==> src/rtl/apreamp_pkg.sv <==
// Shared constants and types for the preamplifier control receiver.
// Assumes: one byte per register slot and an eight-slot map.
package apreamp_pkg;
    localparam int unsigned SLOT_W = 3;
    localparam int unsigned NSLOT  = 1 << SLOT_W;

    // Slot numbers; their order is visible to the bus master
    localparam logic [SLOT_W-1:0] SLOT_VOL   = 3'd0;
    localparam logic [SLOT_W-1:0] SLOT_ATT_R = 3'd1;
    localparam logic [SLOT_W-1:0] SLOT_ATT_L = 3'd2;
    localparam logic [SLOT_W-1:0] SLOT_BASS  = 3'd5;
    localparam logic [SLOT_W-1:0] SLOT_TREB  = 3'd6;
    localparam logic [SLOT_W-1:0] SLOT_SW    = 3'd7;

    // Receiver phase within one transfer
    typedef enum logic [2:0] {
        PH_IDLE,
        PH_ADDR,
        PH_SUB,
        PH_DATA,
        PH_SKIP
    } rx_phase_t;
endpackage

==> src/rtl/i2c_pin_sync.sv <==
// Brings SCL and SDA into the clk domain and reports edges and bus events.
// Assumes: the bus is idle-high; the reset value of every stage is 1.
module i2c_pin_sync #(
    parameter int unsigned STAGES = 2
) (
    input  logic clk,
    input  logic rst_n,
    input  logic scl_i,
    input  logic sda_i,
    output logic scl_rise,
    output logic scl_fall,
    output logic sda_lvl,
    output logic start_ev,
    output logic stop_ev
);
    logic [STAGES:0] scl_p;
    logic [STAGES:0] sda_p;
    logic scl_now, scl_old, sda_now, sda_old;

    // Synchroniser chains plus one history stage for edge detection
    always_ff @(posedge clk) begin
        if (!rst_n) begin
            scl_p <= '1;
            sda_p <= '1;
        end else begin
            scl_p <= {scl_p[STAGES-1:0], scl_i};
            sda_p <= {sda_p[STAGES-1:0], sda_i};
        end
    end

    // Event decode: SDA moving while SCL stays high marks START or STOP
    always_comb begin
        scl_now  = scl_p[STAGES-1];
        scl_old  = scl_p[STAGES];
        sda_now  = sda_p[STAGES-1];
        sda_old  = sda_p[STAGES];
        scl_rise = scl_now & ~scl_old;
        scl_fall = ~scl_now & scl_old;
        sda_lvl  = sda_now;
        start_ev = scl_now & scl_old & sda_old & ~sda_now;
        stop_ev  = scl_now & scl_old & ~sda_old & sda_now;
    end
endmodule

==> src/rtl/i2c_wr_rx.sv <==
// Write-only byte receiver: address match, pointer load, data byte issue,
// pointer auto-increment with wrap, acknowledge generation.
// Assumes: events arrive from i2c_pin_sync. Bit 6 of data bytes is not
// carried out, because no slot uses it.
module i2c_wr_rx
    import apreamp_pkg::*;
#(
    parameter logic [7:0] DEV_ADDR = 8'h50
) (
    input  logic              clk,
    input  logic              rst_n,
    input  logic              scl_rise,
    input  logic              scl_fall,
    input  logic              sda_lvl,
    input  logic              start_ev,
    input  logic              stop_ev,
    output logic              wr_stb,
    output logic [SLOT_W-1:0] wr_slot,
    output logic [6:0]        wr_val,
    output logic              ack_oe
);
    rx_phase_t         phase;
    logic [2:0]        bit_cnt;
    logic [6:0]        shreg;
    logic [SLOT_W-1:0] ptr;
    logic              ack_pend;
    logic              ack_drv;
    logic [7:0]        byte_in;
    logic              rx_active;

    // Byte currently completing and whether bits are being collected
    always_comb begin
        byte_in   = {shreg, sda_lvl};
        rx_active = (phase == PH_ADDR) || (phase == PH_SUB) || (phase == PH_DATA);
    end

    // Transfer sequencing, bit shifting, pointer handling and acknowledge
    always_ff @(posedge clk) begin
        if (!rst_n) begin
            phase    <= PH_IDLE;
            bit_cnt  <= '0;
            shreg    <= '0;
            ptr      <= '0;
            ack_pend <= 1'b0;
            ack_drv  <= 1'b0;
            wr_stb   <= 1'b0;
            wr_slot  <= '0;
            wr_val   <= '0;
        end else begin
            wr_stb <= 1'b0;
            if (start_ev) begin
                phase    <= PH_ADDR;
                bit_cnt  <= '0;
                ack_pend <= 1'b0;
                ack_drv  <= 1'b0;
            end else if (stop_ev) begin
                phase    <= PH_IDLE;
                bit_cnt  <= '0;
                ack_pend <= 1'b0;
                ack_drv  <= 1'b0;
            end else if (ack_drv) begin
                if (scl_fall) ack_drv <= 1'b0;
            end else if (ack_pend) begin
                if (scl_fall) begin
                    ack_pend <= 1'b0;
                    ack_drv  <= 1'b1;
                end
            end else if (scl_rise && rx_active) begin
                shreg   <= byte_in[6:0];
                bit_cnt <= bit_cnt + 3'd1;
                if (bit_cnt == 3'd7) begin
                    case (phase)
                        PH_ADDR: begin
                            if (byte_in == DEV_ADDR) begin
                                phase    <= PH_SUB;
                                ack_pend <= 1'b1;
                            end else begin
                                phase <= PH_SKIP;
                            end
                        end
                        PH_SUB: begin
                            ptr      <= byte_in[SLOT_W-1:0];
                            phase    <= PH_DATA;
                            ack_pend <= 1'b1;
                        end
                        default: begin
                            wr_stb   <= 1'b1;
                            wr_slot  <= ptr;
                            wr_val   <= {byte_in[7], byte_in[5:0]};
                            ptr      <= ptr + 1'b1;
                            ack_pend <= 1'b1;
                        end
                    endcase
                end
            end
        end
    end

    assign ack_oe = ack_drv;
endmodule

==> src/rtl/ctl_fields.sv <==
// Control field storage: one write per byte. Unused slots have no storage.
// Assumes: wr_val[6] carries byte bit 7 and wr_val[5:0] carry byte bits 5..0.
module ctl_fields
    import apreamp_pkg::*;
#(
    parameter int unsigned VOL_W  = 6,
    parameter int unsigned ATT_W  = 6,
    parameter int unsigned TONE_W = 5,
    parameter int unsigned SRC_W  = 3
) (
    input  logic                        clk,
    input  logic                        rst_n,
    input  logic                        wr_stb,
    input  logic [SLOT_W-1:0]           wr_slot,
    input  logic [6:0]                  wr_val,
    output logic [VOL_W-1:0]            vol_code,
    output logic                        zc_mode,
    output logic [1:0][ATT_W-1:0]       att_code,
    output logic [1:0][TONE_W-1:0]      tone_code,
    output logic                        gen_mute,
    output logic [SRC_W-1:0]            src_sel,
    output logic                        sw_stb
);
    localparam int unsigned NUSED = 6;

    // Slot number of each stored register, in field order
    function automatic logic [SLOT_W-1:0] used_slot(input int unsigned idx);
        case (idx)
            0:       return SLOT_VOL;
            1:       return SLOT_ATT_R;
            2:       return SLOT_ATT_L;
            3:       return SLOT_BASS;
            4:       return SLOT_TREB;
            default: return SLOT_SW;
        endcase
    endfunction

    logic [NUSED-1:0] hit;

    for (genvar g = 0; g < NUSED; g++) begin : g_hit
        assign hit[g] = wr_stb && (wr_slot == used_slot(g));
    end

    // Volume slot: mode bit and code
    always_ff @(posedge clk) begin
        if (!rst_n) begin
            vol_code <= '0;
            zc_mode  <= 1'b0;
        end else if (hit[0]) begin
            vol_code <= wr_val[VOL_W-1:0];
            zc_mode  <= wr_val[6];
        end
    end

    for (genvar c = 0; c < 2; c++) begin : g_att
        // One attenuation register per output channel
        always_ff @(posedge clk) begin
            if (!rst_n)          att_code[c] <= '0;
            else if (hit[1 + c]) att_code[c] <= wr_val[ATT_W-1:0];
        end
    end

    for (genvar t = 0; t < 2; t++) begin : g_tone
        // Bass (t=0) and treble (t=1) registers
        always_ff @(posedge clk) begin
            if (!rst_n)          tone_code[t] <= '0;
            else if (hit[3 + t]) tone_code[t] <= wr_val[TONE_W-1:0];
        end
    end

    // Switch slot: general mute (set by reset), source code, write strobe
    always_ff @(posedge clk) begin
        if (!rst_n) begin
            gen_mute <= 1'b1;
            src_sel  <= '0;
            sw_stb   <= 1'b0;
        end else begin
            sw_stb <= hit[5];
            if (hit[5]) begin
                gen_mute <= wr_val[6];
                src_sel  <= wr_val[SRC_W-1:0];
            end
        end
    end
endmodule

==> src/rtl/apreamp_ctl_i2c.sv <==
// Top of the preamplifier control receiver: pin synchroniser, byte receiver,
// field storage. Assumes: open-drain SDA pad driven low when sda_oe is high.
module apreamp_ctl_i2c
    import apreamp_pkg::*;
#(
    parameter logic [7:0]  DEV_ADDR    = 8'h50,
    parameter int unsigned SYNC_STAGES = 2,
    parameter int unsigned VOL_W       = 6,
    parameter int unsigned ATT_W       = 6,
    parameter int unsigned TONE_W      = 5,
    parameter int unsigned SRC_W       = 3
) (
    input  logic              clk,
    input  logic              rst_n,
    input  logic              scl_i,
    input  logic              sda_i,
    output logic              sda_oe,
    output logic [VOL_W-1:0]  vol_code,
    output logic              zc_mode,
    output logic [ATT_W-1:0]  att_r,
    output logic [ATT_W-1:0]  att_l,
    output logic [TONE_W-1:0] bass_code,
    output logic [TONE_W-1:0] treb_code,
    output logic              gen_mute,
    output logic [SRC_W-1:0]  src_sel,
    output logic              sw_wr_stb
);
    logic scl_rise, scl_fall, sda_lvl, start_ev, stop_ev;
    logic                   wr_stb;
    logic [SLOT_W-1:0]      wr_slot;
    logic [6:0]             wr_val;
    logic [1:0][ATT_W-1:0]  att_code;
    logic [1:0][TONE_W-1:0] tone_code;

    i2c_pin_sync #(.STAGES(SYNC_STAGES)) u_sync (
        .clk      (clk),
        .rst_n    (rst_n),
        .scl_i    (scl_i),
        .sda_i    (sda_i),
        .scl_rise (scl_rise),
        .scl_fall (scl_fall),
        .sda_lvl  (sda_lvl),
        .start_ev (start_ev),
        .stop_ev  (stop_ev)
    );

    i2c_wr_rx #(.DEV_ADDR(DEV_ADDR)) u_rx (
        .clk      (clk),
        .rst_n    (rst_n),
        .scl_rise (scl_rise),
        .scl_fall (scl_fall),
        .sda_lvl  (sda_lvl),
        .start_ev (start_ev),
        .stop_ev  (stop_ev),
        .wr_stb   (wr_stb),
        .wr_slot  (wr_slot),
        .wr_val   (wr_val),
        .ack_oe   (sda_oe)
    );

    ctl_fields #(
        .VOL_W  (VOL_W),
        .ATT_W  (ATT_W),
        .TONE_W (TONE_W),
        .SRC_W  (SRC_W)
    ) u_fields (
        .clk       (clk),
        .rst_n     (rst_n),
        .wr_stb    (wr_stb),
        .wr_slot   (wr_slot),
        .wr_val    (wr_val),
        .vol_code  (vol_code),
        .zc_mode   (zc_mode),
        .att_code  (att_code),
        .tone_code (tone_code),
        .gen_mute  (gen_mute),
        .src_sel   (src_sel),
        .sw_stb    (sw_wr_stb)
    );

    // Channel and tone fields out to named ports
    always_comb begin
        att_r     = att_code[0];
        att_l     = att_code[1];
        bass_code = tone_code[0];
        treb_code = tone_code[1];
    end
endmodule

==> config.mk <==
export PLATFORM = sky130hd
export DESIGN_NAME = apreamp_ctl_i2c
export DESIGN_NICKNAME = d
export VERILOG_FILES = /design/src/rtl/apreamp_pkg.sv /design/src/rtl/i2c_pin_sync.sv /design/src/rtl/i2c_wr_rx.sv /design/src/rtl/ctl_fields.sv /design/src/rtl/apreamp_ctl_i2c.sv
export SDC_FILE = /design/constraint.sdc
export NUM_CORES = 1
export LEC_CHECK = 0
export BUFFER_PORTS_ARGS = -buffer_cell sky130_fd_sc_hd__buf_4
export CORE_MARGIN = 1.5
export CORE_UTILIZATION = 56
export DETAILED_ROUTE_END_ITERATION = 8
export PLACE_DENSITY_LB_ADDON = 0.05
export SYNTH_ARGS = -nofsm -noshare
export SYNTH_HDL_FRONTEND = slang
export SYNTH_HIERARCHICAL = 1
export SYNTH_SLANG_ARGS = --single-unit
==> constraint.sdc <==
create_clock -name clk -period 1.8 [get_ports clk]
set_input_delay 0.54 -clock clk [delete_from_list [all_inputs] [get_ports clk]]
set_output_delay 0.54 -clock clk [all_outputs]
set_load 0.01 [all_outputs]
==> out/results.ini, run 1 <==
[outcome]
outcome=finished clean

[final_layout]
multi_input_area_um2=1309
seqCellArea_um2=1383
layout-drive-gt1-share_pct=21.28
fill_cells=397
fin_nets=332
num_antenna_cells=0
syn_to_final_growth_pct=18.36

[timing]
drv_slew=0
finalHoldViolCount=0
fin_ws_ns=0.1690
setup_viol=0
rsz0062_at_grt=no
min_period_over_period_pct=90.61
fmax_mhz=613.1
period_minus_slack_ns=1.631
setup_tns_ns=0
tightest_slew_ns=0.6210
maxSlewHeadroom_pct=58.42
skew_ns=0.004158

[logic_synthesis]
avgSynthCellArea_um2=9.781
syn_inst=285
synth-main-ff-cell=dfxtp_1
synthTopCellsByCount=nand2_1, dfxtp_1, mux2i_1
ys_seq_area_share_pct=49.55
yosysTopAreaCellShare_pct=49.55
synthesis.area_um2=2788
yosys_warnings=6
synth_enable_flop_cells=0
yosys_register_bits=69
async_flop_share_pct=0
yosysMostFrequentCell=nand2_1
synth_cell_type_count=44
synth_fp_nets=292
synthTopCellsByArea=dfxtp_1, mux2i_1, nand2_1
synth_top_area_cell=dfxtp_1

[clock_network]
clkLatencyLatePin_ns=0.33
cts_tree=done
clk_pin_slew_ns=0.06
root_buffer=clkbuf_8
cts_sinks=69
numCtsBuffers=9
cts.repair.resized=0
cts_setup_buffers=0
cts_htree_levels=3
cts_buffer_depth=2
postCtsHoldBufs=0

[detailed_routing]
vias_per_cell=5.189
vias=2055
drt_iter0_drc=100
post_drt_wl_per_cell_um=13.23
route.detailed.drc=0
drtAntennaViolNets=0
drt-total-wl_um=5238
drtPass1Iterations=4

[setup_path]
path_class=flip-flop to flip-flop
max_stage_delay_ns=0.37
critPathRequiredTime_ns=2.01
cp-end-kind=flip-flop
critPathSlowestCell=dfxtp_1
cp_cell_sequence=nor2b_1, nor4b_4, buf_4, and2_0, mux2i_1, nor2_1
critPathArrivalTime_ns=1.84
rr_worst_depth=6
startpoint_type=flip-flop
cp_max_fo=5

[global_route]
grt_first_pass_wirelength_um=8466
grt_max_degree=45
antenna_found_initial=0
gr-total-overflow=0
track_usage_pct=20.71
first_global_vias=1824

[power_and_ir_drop]
clkPwrFrac_pct=39.5
pwr-share-comb_pct=2.4
p_per_area_nw_per_um2=802.4
p_sw_share_pct=21.28
internal-power_w=0.002084
p_seq_share_pct=58.1
p_switching_w=0.0005634
vdd_drop_max_mv=0.5209
p_leak_nw=1.380

[placement]
place_ws_ns=0.1531
dp_hpwl_um=3598
numPortBuffers=38
gp_congestion=0.8029

[run]
max_cap_viol_count=0

[floorplanning]
dieArea_um2=5410
die_h_um=73.56
fp-row-count=25
core_area_um2=4755
die-width_um=73.56
io_pins=39
start_util_pct=58.63

[hold_path]
hold_depth=2
holdCritPathClass=input pin to flip-flop

[logic make-up (layout without fill, tap and decap cells)]
kind of cell	count (synthesis)	after routing	synth area share, %
mux	46	46	16.52
xor+xnor	2	2	0.6285
flops	69	69	49.55
simple gates	126	126	23.88
compound gates	20	20	4.398
buf+inv	19	63	3.680
fa+ha+maj	3	3	1.347
[final cells by class]
class,instances,share of cell area (%)
Sequential cell,69,41.90
Multi-Input combinational cell,197,39.67
Tap cell,67,2.541
Inverter,2,0.2275
Clock buffer,13,4.513
Clock inverter,2,0.3034
Timing Repair Buffer,46,10.85
[sequential cells by signal (all words and copies together), names as in the netlist, 3 cells and up]
register	count
u_fields/src_sel	3
u_rx/wr_val	7
u_rx/ptr	3
u_rx/wr_slot	3
u_rx/bit_cnt	3
u_sync/sda_p	3
u_rx/phase	3
u_fields/tone_code	10
u_sync/scl_p	3
u_fields/vol_code	6
u_rx/shreg	7
u_fields/att_code	12
[layout by cell type, fill, tap and decap left out, types with 3 or more instances in the layout]
cell type,Yosys,layout
dfxtp_1,69,68
a21oi_1,10,10
nor2_1,6,6
ha_1,3,3
clkbuf_8,0,10
buf_4,1,44
nand2b_1,6,6
o21ai_0,3,3
nor2b_1,4,4
nor3_1,4,3
clkbuf_1,9,3
mux2i_1,46,46
nand2_1,78,78
[power groups by stage]
stage	sequential, W	clock, W	combinational [W]
2_1_floorplan	0.00157	0	0.0000443
3_3_place_gp	0.00157	0	0.0000641
3_5_place_dp	0.00157	0	0.0000640
4_1_cts	0.00154	0.00108	0.0000646
5_1_grt	0.00154	0.00113	0.0000717
6_report	0.00154	0.00104	0.0000639
[critical path, delay by kind of cell, from the launching register on]
kind,cells,cell delay [ns]
AND/OR/NAND/NOR,4,0.72
flip-flops,1,0.37
multiplexers,1,0.23
buffers and inverters,1,0.18
[metal layers]
metal  GRT usage (%)  wire (um)  vias up
met2           33.63       2534       36
met4           9.259         75        0
met1           26.51       2458      962
met5               0          0        -
li1                -          -     1049
met3           4.252        170        8
[per-stage QoR]
step	area (um^2)	instances	util (%)	power [W]	hold WS, ns
2_1_floorplan	2788	285	-	0.001616	0.3863
3_3_place_gp	3127	380	65.76	0.001637	0.4040
3_5_place_dp	3127	380	65.76	0.001637	0.4045
4_1_cts	3286	395	69.11	0.002681	0.3811
5_1_grt	3299	396	69.39	0.002743	0.4050
6_report	3299	396	69.39	0.002647	0.3942
[path summary, 6_finish.rpt]
kind / to / slack, ns / startpoint
max: u_rx/bit_cnt[1] / 0.17 / u_sync/scl_p[1]
min: u_sync/sda_p[0] / 0.39 / sda_i
max reg2reg: u_rx/bit_cnt[1] / 0.17 / u_sync/scl_p[1]
min reg2reg: u_sync/scl_p[1] / 0.42 / u_sync/scl_p[0]
Power figures use the tool's default switching activity.
==> run 2, diff against run 1 <==
--- a/config.mk
+++ b/config.mk
@@ -10,6 +10,7 @@
 export CORE_UTILIZATION = 56
 export DETAILED_ROUTE_END_ITERATION = 8
 export PLACE_DENSITY_LB_ADDON = 0.05
+export SETUP_SLACK_MARGIN = 0.3
 export SYNTH_ARGS = -nofsm -noshare
 export SYNTH_HDL_FRONTEND = slang
 export SYNTH_HIERARCHICAL = 1
==> run 2 against run 1 <==
Sequential share of layout area down 2.2 points. Global-route usage up 2.1 points. Critical path depth down 1. Die area unchanged. Maximum frequency up 1.6%. Routed wire length up 8.3%. Critical path type unchanged. Clock-buffer cell count down 1. Sequential power about the same.
==> out/results.ini, run 2 (synthesized netlist as in run 1, its figures left out) <==
[outcome]
outcome=finished clean

[clock_network]
clkLatencyLatePin_ns=0.35  ; +0.02 ns
numCtsBuffers=9  ; unchanged
cts_buffer_depth=2  ; unchanged
postCtsHoldBufs=0  ; unchanged
clk_pin_slew_ns=0.07  ; about the same
cts_tree=done
root_buffer=clkbuf_8
cts_htree_levels=3  ; unchanged
cts_sinks=69  ; unchanged

[floorplanning]
io_pins=39  ; unchanged
start_util_pct=58.63  ; unchanged
die-width_um=73.56  ; unchanged
dieArea_um2=5410  ; unchanged
fp-row-count=25  ; unchanged
die_h_um=73.56  ; unchanged
core_area_um2=4755  ; unchanged

[setup_path]
path_class=flip-flop to flip-flop
critPathArrivalTime_ns=1.87  ; +0.03 ns
r2r_start=u_sync/sda_p[1]
startpoint=u_sync/sda_p[1]
startpoint_type=flip-flop
cp_max_fo=3  ; -2
cp-end-kind=flip-flop
critPathRequiredTime_ns=2.07  ; +0.06 ns

[timing]
period_minus_slack_ns=1.605  ; -0.02557 ns
worst_hold_slack_ns=0.3765  ; -0.01771 ns
setup_viol=0  ; unchanged
fmax_mhz=622.9  ; +1.6%
finalHoldViolCount=0  ; unchanged
tightest_slew_ns=0.5457  ; -0.07522 ns
min_period_over_period_pct=89.19  ; -1.4 points
maxSlewHeadroom_pct=63.58  ; +5.2 points
setup_tns_ns=0  ; unchanged
drv_slew=0  ; unchanged
rsz0062_at_grt=yes
skew_ns=0.007217  ; +0.003059 ns

[placement]
dp_hpwl_um=3679  ; +2.3%
gp_congestion=0.8630  ; +7.5%
numPortBuffers=38  ; unchanged

[global_route]
grt_first_pass_wirelength_um=9211  ; +8.8%
antenna_found_initial=0  ; unchanged
track_usage_pct=22.82  ; +2.1 points
grt_max_degree=34  ; -24%
first_global_vias=2004  ; +9.9%
gr-total-overflow=0  ; unchanged

[run]
max_cap_viol_count=0  ; unchanged

[hold_path]
holdCritPathClass=input pin to flip-flop
hold_path_startpoint=sda_i

[detailed_routing]
drt_iter0_drc=151  ; +51%
vias=2116  ; +3.0%
drtPass1Iterations=4  ; unchanged
drtAntennaViolNets=0  ; unchanged
route.detailed.drc=0  ; unchanged
vias_per_cell=5.277  ; +1.7%
post_drt_wl_per_cell_um=14.14  ; +6.9%
drt-total-wl_um=5671  ; +8.3%

[final_layout]
layout-drive-gt1-share_pct=27.54  ; +6.3 points
reg_top3=u_fields/att_code x12, u_fields/tone_code x10
regMostFlops=u_fields/att_code
fin_nets=336  ; +1.2%
fill_cells=402  ; +1.3%
num_antenna_cells=0  ; unchanged
syn_to_final_growth_pct=25.40
mostFrequentLayoutCell=nand2_1
mostFrequentLayoutCells=nand2_1, dfxtp_1, mux2i_1
largest_reg_flops=12  ; unchanged

[power_and_ir_drop]
p_per_area_nw_per_um2=896.1  ; +12%
vdd_drop_max_mv=0.7020  ; +35%
p_leak_nw=1.454  ; +5.4%
power_w=0.003133  ; +18%

-- run 2: cell types whose count changed in the layout (fill, tap and decap cells not counted), sizes merged --
cell / previous run / this run
bufinv: 0 / 3
clkbuf: 14 / 12
clkinv: 2 / 1
buf: 45 / 50
-- run 2: layout make-up --
type,count,area (um^2),area share (%)
multi-input combinational,197,1378,39.41
timing repair buffer,50,397.9,11.38
inverter,2,7.507,0.2147
sequential,69,1389,39.73
clock buffer,12,145.1,4.152
tap,67,83.83,2.398
clock inverter,4,95.09,2.720
-- run 2: what timing repair did --
action / 4_1_cts / 5_1_grt
pin swaps: 2 / 9
setup endpoints to repair: 17 / 29
endpoints found under the hold margin: 0 / 0
resized for setup: 9 / 24
gates cloned: 0 / 1
setup buffers: 1 / 1
-- run 2: worst paths after layout --
check                          to  slack, ns  depth (start not counted)
setup / recovery      u_rx/ptr[0]       0.19                          5
hold / removal    u_sync/sda_p[0]       0.38                          2
setup reg to reg      u_rx/ptr[0]       0.19                          5
hold reg to reg   u_sync/sda_p[1]       0.42                          1
-- run 2: per-layer routing --
| layer | routed length, um | GRT usage, % |
|---|---|---|
| met5 | 0 | 0 |
| met4 | 123 | 13.58 |
| met3 | 160 | 3.704 |
| met2 | 2724 | 37.34 |
| met1 | 2663 | 28.19 |
-- run 2: per-stage QoR --
stage	instances	setup slack (ns)	util, %	area [um^2]
after global routing	401	0.09567	73.53	3496
final	401	0.1946	73.53	3496
after detailed placement	382	0.1861	65.89	3133
after global placement	382	0.2214	65.89	3133
after CTS	399	0.2051	71.74	3411
after floorplan	285	0.2850	-	2791
-- run 2: critical path, stage by stage (launching register included) --
cell and delay (ns):
dfxtp_2 0.36, and4b_1 0.23, nor2_2 0.17, nand3_2 0.15, or4_1 0.43, a31oi_1 0.17
-- run 2: where the power goes --
| group | internal (W) | total [W] | switching, W |
|---|---|---|---|
| Sequential | 0.00153 | 0.00154 | 0.00000632 |
| Clock | 0.000957 | 0.00152 | 0.000565 |
| Combinational | 0.0000271 | 0.0000713 | 0.0000442 |
